`config.mk`:
```
export PLATFORM = sky130hd
export DESIGN_NAME = rtc_irq_hub
export DESIGN_NICKNAME = d
export VERILOG_FILES = /design/src/rtl/rtc_irq_pkg.sv /design/src/rtl/rtc_irq_w1c_flag.sv /design/src/rtl/rtc_irq_pf_fsm.sv /design/src/rtl/rtc_irq_regs.sv /design/src/rtl/rtc_irq_hub.sv
export SDC_FILE = /design/constraint.sdc
export NUM_CORES = 1
export LEC_CHECK = 0
export BUFFER_PORTS_ARGS = -buffer_cell sky130_fd_sc_hd__buf_2
export CELL_PAD_IN_SITES_DETAIL_PLACEMENT = 1
export CELL_PAD_IN_SITES_GLOBAL_PLACEMENT = 1
export CORE_MARGIN = 3
export CORE_UTILIZATION = 38
export DETAILED_ROUTE_END_ITERATION = 7
export GPL_TIMING_DRIVEN = 0
export PLACE_DENSITY = 0.8
export SYNTH_ARGS = -nofsm -noshare
export SYNTH_HDL_FRONTEND = slang
export SYNTH_SLANG_ARGS = --single-unit
```
`constraint.sdc`:
```
create_clock -name clk -period 1.88 [get_ports clk]
set_input_delay 0.094 -clock clk [delete_from_list [all_inputs] [get_ports clk]]
set_output_delay 0.094 -clock clk [all_outputs]
set_load 0.05 [all_outputs]
```
`src/rtl/rtc_irq_pkg.sv`:
```
package rtc_irq_pkg;

    localparam int DATA_W = 8;

    // register addresses
    localparam int ADR_STATUS = 0;
    localparam int ADR_MODE   = 2;
    localparam int ADR_PAGED3 = 3;
    localparam int ADR_ENA1   = 4;

    // status register bit positions
    localparam int ST_SUM  = 0;
    localparam int ST_PER  = 1;
    localparam int ST_ALM  = 3;
    localparam int ST_PF   = 4;
    localparam int ST_PAGE = 6;

    // enable register 1 bit positions
    localparam int EN_ALM = 0;
    localparam int EN_PF  = 1;

    typedef enum logic [1:0] {
        PF_CLEAR   = 2'd0,
        PF_HELD    = 2'd1,
        PF_LATCHED = 2'd2
    } pf_state_e;

    typedef enum logic {
        FLAG_IDLE    = 1'b0,
        FLAG_PENDING = 1'b1
    } flag_state_e;

endpackage

```
`src/rtl/rtc_irq_w1c_flag.sv`:
```
module rtc_irq_w1c_flag
    import rtc_irq_pkg::*;
(
    input  logic clk,
    input  logic rst_n,
    input  logic set_i,
    input  logic clr_i,
    output logic pend_o
);

    flag_state_e state_q, state_d;

    always_ff @(posedge clk or negedge rst_n) begin
        if (!rst_n) state_q <= FLAG_IDLE;
        else        state_q <= state_d;
    end

    always_comb begin
        state_d = state_q;
        unique case (state_q)
            FLAG_IDLE:    if (set_i)           state_d = FLAG_PENDING;
            FLAG_PENDING: if (clr_i && !set_i) state_d = FLAG_IDLE;
            default:                           state_d = FLAG_IDLE;
        endcase
    end

    always_comb begin
        pend_o = (state_q == FLAG_PENDING);
    end

endmodule

```
`src/rtl/rtc_irq_pf_fsm.sv`:
```
module rtc_irq_pf_fsm
    import rtc_irq_pkg::*;
#(
    parameter int SYNC_STAGES = 2
) (
    input  logic clk,
    input  logic rst_n,
    input  logic pin_i,
    input  logic bus_sel_i,
    input  logic enable_i,
    output logic fail_sync_o,
    output logic pf_stat_o
);

    logic      fail_s;
    pf_state_e state_q, state_d;
    logic      gate_open;

    generate
        if (SYNC_STAGES == 0) begin : g_nosync
            assign fail_s = pin_i;
        end else begin : g_sync
            logic [SYNC_STAGES-1:0] sh_q;
            always_ff @(posedge clk or negedge rst_n) begin
                if (!rst_n) sh_q <= '0;
                else        sh_q <= {sh_q[SYNC_STAGES-2 >= 0 ? SYNC_STAGES-2 : 0 : 0], pin_i} ;
            end
            assign fail_s = sh_q[SYNC_STAGES-1];
        end
    endgenerate

    assign gate_open = enable_i && !bus_sel_i;

    always_ff @(posedge clk or negedge rst_n) begin
        if (!rst_n) state_q <= PF_CLEAR;
        else        state_q <= state_d;
    end

    always_comb begin
        state_d = state_q;
        unique case (state_q)
            PF_CLEAR: begin
                if (fail_s) state_d = gate_open ? PF_LATCHED : PF_HELD;
            end
            PF_HELD: begin
                if (!fail_s)        state_d = PF_CLEAR;
                else if (gate_open) state_d = PF_LATCHED;
            end
            PF_LATCHED: begin
                if (!fail_s) state_d = PF_CLEAR;
            end
            default: state_d = PF_CLEAR;
        endcase
    end

    always_comb begin
        pf_stat_o   = (state_q == PF_LATCHED);
        fail_sync_o = fail_s;
    end

endmodule

```
`src/rtl/rtc_irq_regs.sv`:
```
module rtc_irq_regs
    import rtc_irq_pkg::*;
#(
    parameter int ADDR_W    = 5,
    parameter int NUM_TICKS = 6
) (
    input  logic                 clk,
    input  logic                 rst_n,
    input  logic                 sel,
    input  logic                 rd,
    input  logic                 wr,
    input  logic [ADDR_W-1:0]    addr,
    input  logic [DATA_W-1:0]    wdata,
    input  logic [NUM_TICKS-1:0] tick,
    input  logic                 stat_per,
    input  logic                 stat_alm,
    input  logic                 stat_pf,
    input  logic                 stat_sum,
    output logic [DATA_W-1:0]    rdata,
    output logic                 status_wr,
    output logic [NUM_TICKS-1:0] per_en,
    output logic                 alarm_en,
    output logic                 pf_en,
    output logic                 alarm_route
);

    localparam int PAD_W = DATA_W - NUM_TICKS;

    logic                 page_q;
    logic [NUM_TICKS-1:0] per_en_q;
    logic                 alarm_en_q, pf_en_q, route_q;
    logic [NUM_TICKS-1:0] pflag_q;

    logic hit_st, hit_pflag, hit_ena0, hit_ena1, hit_mode;
    logic acc;

    assign acc       = sel && (rd || wr);
    assign hit_st    = (addr == ADDR_W'(ADR_STATUS));
    assign hit_pflag = (addr == ADDR_W'(ADR_PAGED3)) && !page_q;
    assign hit_ena0  = (addr == ADDR_W'(ADR_PAGED3)) &&  page_q;
    assign hit_ena1  = (addr == ADDR_W'(ADR_ENA1))   &&  page_q;
    assign hit_mode  = (addr == ADDR_W'(ADR_MODE))   &&  page_q;

    assign status_wr = sel && wr && hit_st;

    always_ff @(posedge clk or negedge rst_n) begin
        if (!rst_n) begin
            page_q     <= 1'b0;
            per_en_q   <= '0;
            alarm_en_q <= 1'b0;
            pf_en_q    <= 1'b0;
            route_q    <= 1'b0;
        end else if (sel && wr) begin
            if (hit_st)   page_q <= wdata[ST_PAGE];
            if (hit_ena0) per_en_q <= wdata[NUM_TICKS-1:0];
            if (hit_ena1) begin
                alarm_en_q <= wdata[EN_ALM];
                pf_en_q    <= wdata[EN_PF];
            end
            if (hit_mode) route_q <= wdata[0];
        end
    end

    generate
        for (genvar i = 0; i < NUM_TICKS; i++) begin : g_pflag
            always_ff @(posedge clk or negedge rst_n) begin
                if (!rst_n) pflag_q[i] <= 1'b0;
                else        pflag_q[i] <= tick[i] || (pflag_q[i] && !(acc && hit_pflag));
            end
        end
    endgenerate

    always_comb begin
        rdata = '0;
        if (sel && rd) begin
            if (hit_st) begin
                rdata[ST_SUM]  = stat_sum;
                rdata[ST_PER]  = stat_per;
                rdata[ST_ALM]  = stat_alm;
                rdata[ST_PF]   = stat_pf;
                rdata[ST_PAGE] = page_q;
            end else if (hit_pflag) begin
                rdata = {{PAD_W{1'b0}}, pflag_q};
            end else if (hit_ena0) begin
                rdata = {{PAD_W{1'b0}}, per_en_q};
            end else if (hit_ena1) begin
                rdata[EN_ALM] = alarm_en_q;
                rdata[EN_PF]  = pf_en_q;
            end else if (hit_mode) begin
                rdata[0] = route_q;
            end
        end
    end

    assign per_en      = per_en_q;
    assign alarm_en    = alarm_en_q;
    assign pf_en       = pf_en_q;
    assign alarm_route = route_q;

endmodule

```
`src/rtl/rtc_irq_hub.sv`:
```
module rtc_irq_hub
    import rtc_irq_pkg::*;
#(
    parameter int ADDR_W      = 5,
    parameter int NUM_TICKS   = 6,
    parameter int SYNC_STAGES = 2
) (
    input  logic                 clk,
    input  logic                 rst_n,
    input  logic                 sel,
    input  logic                 rd,
    input  logic                 wr,
    input  logic [ADDR_W-1:0]    addr,
    input  logic [7:0]           wdata,
    output logic [7:0]           rdata,
    input  logic                 alarm_hit,
    input  logic [NUM_TICKS-1:0] tick,
    input  logic                 pwr_fail,
    output logic                 irq_n,
    output logic                 mfo_n
);

    logic                 status_wr;
    logic [NUM_TICKS-1:0] per_en;
    logic                 alarm_en, pf_en, alarm_route;
    logic                 per_stat, alm_stat, pf_stat, pf_sync;
    logic                 irq_act, mfo_act, sum_act;

    rtc_irq_regs #(.ADDR_W(ADDR_W), .NUM_TICKS(NUM_TICKS)) u_regs (
        .clk(clk), .rst_n(rst_n), .sel(sel), .rd(rd), .wr(wr),
        .addr(addr), .wdata(wdata), .tick(tick),
        .stat_per(per_stat), .stat_alm(alm_stat), .stat_pf(pf_stat),
        .stat_sum(sum_act), .rdata(rdata), .status_wr(status_wr),
        .per_en(per_en), .alarm_en(alarm_en), .pf_en(pf_en),
        .alarm_route(alarm_route)
    );

    rtc_irq_w1c_flag u_per_flag (
        .clk(clk), .rst_n(rst_n),
        .set_i(|(tick & per_en)),
        .clr_i(status_wr && wdata[ST_PER]),
        .pend_o(per_stat)
    );

    rtc_irq_w1c_flag u_alm_flag (
        .clk(clk), .rst_n(rst_n),
        .set_i(alarm_hit),
        .clr_i(status_wr && wdata[ST_ALM]),
        .pend_o(alm_stat)
    );

    rtc_irq_pf_fsm #(.SYNC_STAGES(SYNC_STAGES)) u_pf (
        .clk(clk), .rst_n(rst_n), .pin_i(pwr_fail), .bus_sel_i(sel),
        .enable_i(pf_en), .fail_sync_o(pf_sync), .pf_stat_o(pf_stat)
    );

    always_comb begin
        irq_act = per_stat || pf_stat || (alm_stat && alarm_en && !alarm_route);
        mfo_act = alm_stat && alarm_en && alarm_route;
        sum_act = irq_act || mfo_act;
        irq_n   = !irq_act;
        mfo_n   = !mfo_act;
    end

endmodule

```
==> reports/qor.csv, run 1 <==
stage,metric,value,unit
floorplan,die_x,60.3,microns
floorplan,coreArea,2780,sq um
clock_network,cts_tree,done,
worst_setup_path,cp_cell_sequence,buf_6 > mux2_4 > a222oi_1 > nor2_1 > buf_6,
placed_design,placed_cells,160,
sta,max_slew_margin,0.635,
power,irDropWorstVdd,0.409,mV
global_routing,antenna_found_initial,0,
sta,tightest_slew,0.545,ns
sta,tns,0,ns
sta,fin_crit_sh,0.981,
cells_and_area,stdcell_count,176,
sta,hold_slack,0.0347,ns
worst_setup_path,path_class,flop to primary output,
route,drc,0,
power,leakage,0.672,nW
global_routing,grt_usage,0.192,
yosys,ys_ff_latch,22,
worst_setup_path,cp_top_family,flip-flops,
yosys,avgSynthCellArea,11.7,sq um
yosys,yosysSeqAreaShare,0.492,
sta,slew_viol_final,0,
global_routing,grt_pass1_vias,1062,
clock_network,cts.sink_count,22,
clock_network,cts.path.max_buffers,2,
worst_setup_path,endpoint_kind,primary output,
route,drt-initial-drc-count,50,
floorplan,fp.dieArea,3630,sq um
placed_design,place_hpwl,2420,microns
worst_setup_path,start_kind,flop,
worst_setup_path,cp_slowest_cell,dfrtp_1,
cells_and_area,final_net_count,173,
global_routing,grt_max_degree,23,
global_routing,grt_pass1_wl,5050,microns
worst_setup_path,cpPeakStageDelay,0.42,ns
floorplan,die_h,60.3,microns
run_status,outcome,completed,
worst_setup_path,crit_fanout,7,
placed_design,gp_congestion,0.826,
clock_network,cts_buffers,3,
cells_and_area,antenna_cells,0,
sta,rsz0062_at_grt,yes,
route,drt-pass1-iter-count,4,
yosys,syn_nets,122,
run,drv_cap,0,
sta,hold_viol,0,
floorplan,top_level_ports,36,
worst_setup_path,arrival,1.75,ns
route,ant_nets,0,
route,wl_per_cell,18.1,microns
route,vias,971,
yosys,synth_area,1120,sq um
cells_and_area,syn2layout_area_growth,35.6,%
clock_network,clk-insertion-delay-late,0.29,ns
sta,setup_viol,0,
route,wirelength,3180,microns
yosys,ys_types,28,
route,vias_per_cell,5.52,
power,p_per_area,644,nW/um^2
clock_network,path_clk_slew,0.11,ns
placed_design,port_buffers,33,
cells_and_area,drive_gt1_frac,0.469,
yosys,synth_edf_count,0,
worst_setup_path,path_buf_inv,2,
yosys,synthCells,96,
sta,fmax,542,MHz
worst_setup_path,required,1.79,ns
worst_setup_path,crit_path_frequent_cell,buf_6,
global_routing,gr-total-overflow,0,
clock_network,clockRootBuffer,clkbuf_4,
yosys,synth_warnings,0,
hold_path,hold_class,primary input to flop,
floorplan,initial_core_util,0.402,
sta,fin_crit,1.84,ns
sta,fin_skew,0.00501,ns
clock_network,h-tree-depth,1,
yosys,async_flop_share,1.00,
floorplan,core.rowCount,19,
yosys,synth_top_flop_cell,dfrtp_1,
## cell type report
type,count,area [sq um]
buffer,3,23.8
clock buffer,3,22.5
fill,321,1260
multi-input combinational,71,574
sequential,22,551
tap,31,38.8
timing repair buffer,46,307
## flip-flops by register name (all words and copies together), names as in the netlist
signal / cells
u_regs.page_q: 1
u_regs.alarm_route: 1
u_regs.alarm_en: 1
u_regs.pf_en: 1
u_regs.per_en: 6
u_pf.state_q: 2
u_alm_flag.pend_o: 1
u_pf.g_sync.sh_q: 2
u_per_flag.pend_o: 1
u_regs.pflag_q: 6
## cells by family after synthesis
| kind of cell | share of synthesized area |
|---|---|
| AND/OR/NAND/NOR | 0.190 |
| AO/OA/AOI/OAI | 0.142 |
| flip-flops | 0.492 |
| other | 0.00335 |
| buffers and inverters | 0.0145 |
| multiplexers | 0.158 |
## what timing repair did
item / in CTS / in global routing
setup buffers: 1 / 3
resized for setup: 4 / 3
hold endpoints to repair: 29 / 1
hold buffers: 8 / 1
endpoints found under the setup margin: 4 / 2
pin swaps: 0 / 2
gates cloned: 0 / 0
## final timing paths
check	from	end	slack (ns)	cells after the start
worst min register to register	u_pf.g_sync.sh_q[0]	u_pf.g_sync.sh_q[1]	0.37	0
worst min-delay path	wdata[6]	u_regs.page_q	0.03	2
worst max register to register	u_regs.page_q	u_regs.per_en[5]	0.28	4
max in group asynchronous	rst_n	u_pf.g_sync.sh_q[0]	1.26	2
worst max-delay path	u_regs.page_q	rdata[1]	0.04	5
min in group asynchronous	rst_n	u_regs.pflag_q[3]	0.28	2
## synthesized netlist by cell type (2+ instances only)
library cell | instances | share of area
a22oi_1 | 5 | 0.034
and3_2 | 2 | 0.013
nand4_1 | 3 | 0.017
mux2_2 | 13 | 0.13
dfrtp_1 | 22 | 0.49
mux2i_1 | 3 | 0.027
nand3_1 | 5 | 0.022
a21o_1 | 9 | 0.060
nor2_1 | 5 | 0.017
nand3_2 | 2 | 0.018
nand2_1 | 4 | 0.013
nor3_1 | 4 | 0.018
nor2b_1 | 3 | 0.017
o21a_1 | 2 | 0.013
## per-layer routing
layer	GRT usage	part of all wire	routed length (microns)
met2	0.341	0.54	1700
met3	0.0302	0.053	167
met4	0.0538	0.014	45
met5	0	0	0
met1	0.237	0.40	1260
## power breakdown
| part | switching [mW] | internal, mW | leakage (nW) |
|---|---|---|---|
| registers | 0.0190 | 0.497 | 0.261 |
| clock network | 0.123 | 0.0743 | 0.0138 |
| logic | 0.145 | 0.118 | 0.397 |
| total | 0.287 | 0.689 | 0.672 |
## through the flow
| stage | power (mW) | setup WS, ns | util | instance area [sq um] |
|---|---|---|---|---|
| 2_1_floorplan | 0.652 | 0.158 | - | 1140 |
| 3_3_place_gp | 0.732 | -0.000000666 | 0.482 | 1340 |
| 3_5_place_dp | 0.739 | -0.0539 | 0.482 | 1340 |
| 4_1_cts | 0.959 | 0.00941 | 0.525 | 1460 |
| 5_1_grt | 1.03 | -0.0506 | 0.545 | 1520 |
| 6_report | 0.976 | 0.0365 | 0.545 | 1520 |
## cell usage in the layout, fill, tap and decap left out, types with 2 or more instances in the layout
| master | n |
|---|---|
| nand3_2 | 2 |
| nand4_1 | 3 |
| mux2_2 | 12 |
| nor2_1 | 5 |
| and3_2 | 2 |
| mux2i_1 | 3 |
| dlygate4sd3_1 | 9 |
| nor2b_1 | 3 |
| buf_2 | 32 |
| nor3_2 | 3 |
| o21a_1 | 2 |
| nand2_1 | 4 |
| a21o_1 | 9 |
| clkbuf_4 | 4 |
| buf_4 | 4 |
| nand3_1 | 5 |
| dfrtp_1 | 22 |
| a22oi_1 | 5 |
| buf_6 | 2 |
(Power assumes the default switching activity.)
==> inputs of run 2 (changes only) <==
REMOVE_ABC_BUFFERS = 1   (was unset)
SKIP_LAST_GASP = 1   (was unset)
==> run 2 against run 1 <==
Sequential share of layout area grew 0.20 points; clock skew shrank 0.0012 ns; sequential cell count is the same; register-to-register slack lost 0.07 ns; fmax grew 3.0%; count of clock-buffer cells in the layout grew 1; global-route usage grew 0.79 points; largest power group unchanged.
==> reports/qor.csv, run 2 (synthesis results as in run 1) <==
stage,metric,value,unit
placed_design,dpl-instance-area,1310,sq um
power,finalPower,1.04,mW
route,drc,0,
global_routing,grt_pass1_wl,5200,microns
route,wirelength,3350,microns
sta,fin_crit_sh,0.952,
power,p_per_area,686,nW/um^2
sta,tightest_slew,0.596,ns
sta,fin_crit,1.79,ns
global_routing,grt_max_degree,23,
clock_network,clockRootBuffer,clkbuf_4,
placed_design,place_hpwl,2410,microns
cells_and_area,antenna_cells,0,
clock_network,path_clk_slew,0.12,ns
worst_setup_path,cpPeakStageDelay,0.47,ns
worst_setup_path,required,1.79,ns
floorplan,top_level_ports,36,
clock_network,cts.path.max_buffers,2,
global_routing,antenna_found_initial,0,
floorplan,die_x,60.3,microns
global_routing,grt_pass1_vias,1114,
sta,rsz0062_at_grt,no,
floorplan,die_h,60.3,microns
route,ant_nets,0,
clock_network,cts_buffers,3,
worst_setup_path,arrival,1.70,ns
cells_and_area,layout_common_cells,"buf_2, dfrtp_1, mux2_2",
route,drt-initial-drc-count,50,
worst_setup_path,crit_fanout,3,
clock_network,cts_tree,done,
route,drt-pass1-iter-count,4,
worst_setup_path,endpoint_kind,primary output,
route,vias_per_cell,5.73,
clock_network,h-tree-depth,1,
cells_and_area,final_net_count,171,
worst_setup_path,cp_slowest_cell,dfrtp_2,
worst_setup_path,start_kind,flop,
floorplan,core.rowCount,19,
placed_design,gp_congestion,0.784,
hold_path,hold_class,primary input to flop,
worst_setup_path,path_buf_inv,1,
global_routing,gr-total-overflow,0,
floorplan,coreArea,2780,sq um
run,drv_cap,0,
sta,setup_viol,0,
floorplan,initial_core_util,0.402,
sta,fmax,559,MHz
cells_and_area,final_common_cell,buf_2,
worst_setup_path,path_class,flop to primary output,
clock_network,clk-insertion-delay-late,0.31,ns
floorplan,fp.dieArea,3630,sq um
power,leakage,0.665,nW
power,irDropWorstVdd,0.598,mV
route,wl_per_cell,19.1,microns
sta,slew_viol_final,0,
sta,tns,0,ns
worst_setup_path,cp_top_family,flip-flops,
cells_and_area,syn2layout_area_growth,35.1,%
sta,fin_skew,0.00382,ns
cells_and_area,design_area,1510,sq um
clock_network,cts.sink_count,22,
route,vias,1002,
placed_design,port_buffers,33,
sta,hold_viol,0,
sta,max_slew_margin,0.601,
run_status,outcome,completed,
global_routing,grt_usage,0.199,
cells_and_area,drive_gt1_frac,0.438,
worst_setup_path,cp_cell_sequence,mux2_4 > a222oi_1 > nor2_1 > buf_6,
==> run 2: changes by cell type in the layout (fill, tap and decap cells not counted), moves of 2 or more <==
cell,delta
dlygate4sd3_1,+2
buf_4,-3
nor3_2,-3
nor3_1,+3
==> run 2: stage by stage <==
| stage | worst slack, ns | instances | hold WS [ns] | util |
|---|---|---|---|---|
| 6_report | 0.0895 | 175 | 0.0149 | 0.543 |
| 2_1_floorplan | 0.0638 | 93 | -0.202 | - |
| 3_5_place_dp | 0.0270 | 157 | 0.0812 | 0.470 |
| 5_1_grt | 0.0189 | 175 | 0.00181 | 0.543 |
| 3_3_place_gp | 0.0906 | 157 | 0.0776 | 0.470 |
| 4_1_cts | 0.0438 | 174 | 0.00513 | 0.533 |
==> run 2: per-layer routing <==
layer / routed length, microns / share of wire / up-vias / global-route usage
met1: 1320 / 0.39 / 490 / 0.232
met2: 1760 / 0.53 / 48 / 0.361
met5: 0 / 0 / - / 0
li1: - / - / 455 / -
met3: 220 / 0.066 / 9 / 0.0324
met4: 48 / 0.014 / 0 / 0.0759
==> run 2: cell type report <==
| cell class | count | area (sq um) |
|---|---|---|
| fill | 299 | 1270 |
| multi-input combinational | 71 | 562 |
| sequential | 22 | 552 |
| timing repair buffer | 47 | 323 |
| tap | 31 | 38.8 |
| clock buffer | 4 | 36.3 |
==> run 2: worst reg2reg max path: stages, from the launching register on <==
cell and delay [ns]:
dfrtp_2 0.45, buf_12 0.13, nand3_1 0.10, nor2_1 0.48
mux2_2 0.41
==> run 2: power by group <==
group | switching (mW) | internal, mW | leakage (nW)
Combinational | 0.141 | 0.112 | 0.385
Clock | 0.144 | 0.118 | 0.0210
Sequential | 0.0239 | 0.497 | 0.259
Total | 0.309 | 0.728 | 0.665
==> run 2: path summary, 6_finish.rpt <==
check / startpoint / end / slack, ns / depth (start not counted)
setup / recovery: u_regs.page_q / rdata[1] / 0.09 / 4
hold / removal: wdata[4] / u_regs.per_en[4] / 0.01 / 2
setup reg to reg: u_regs.page_q / u_regs.per_en[1] / 0.21 / 4
hold reg to reg: u_pf.g_sync.sh_q[0] / u_pf.g_sync.sh_q[1] / 0.36 / 0
max in group asynchronous: rst_n / u_regs.page_q / 1.25 / 2
min in group asynchronous: rst_n / u_regs.per_en[5] / 0.27 / 2
==> run 2: repair_timing <==
action | CTS | global route
resized for setup | 1 | 8
endpoints found under the hold margin | 32 | 0
endpoints found under the setup margin | 10 | 3
hold buffers | 11 | 0
pin swaps | 0 | 2
buffers inserted | 2 | 1
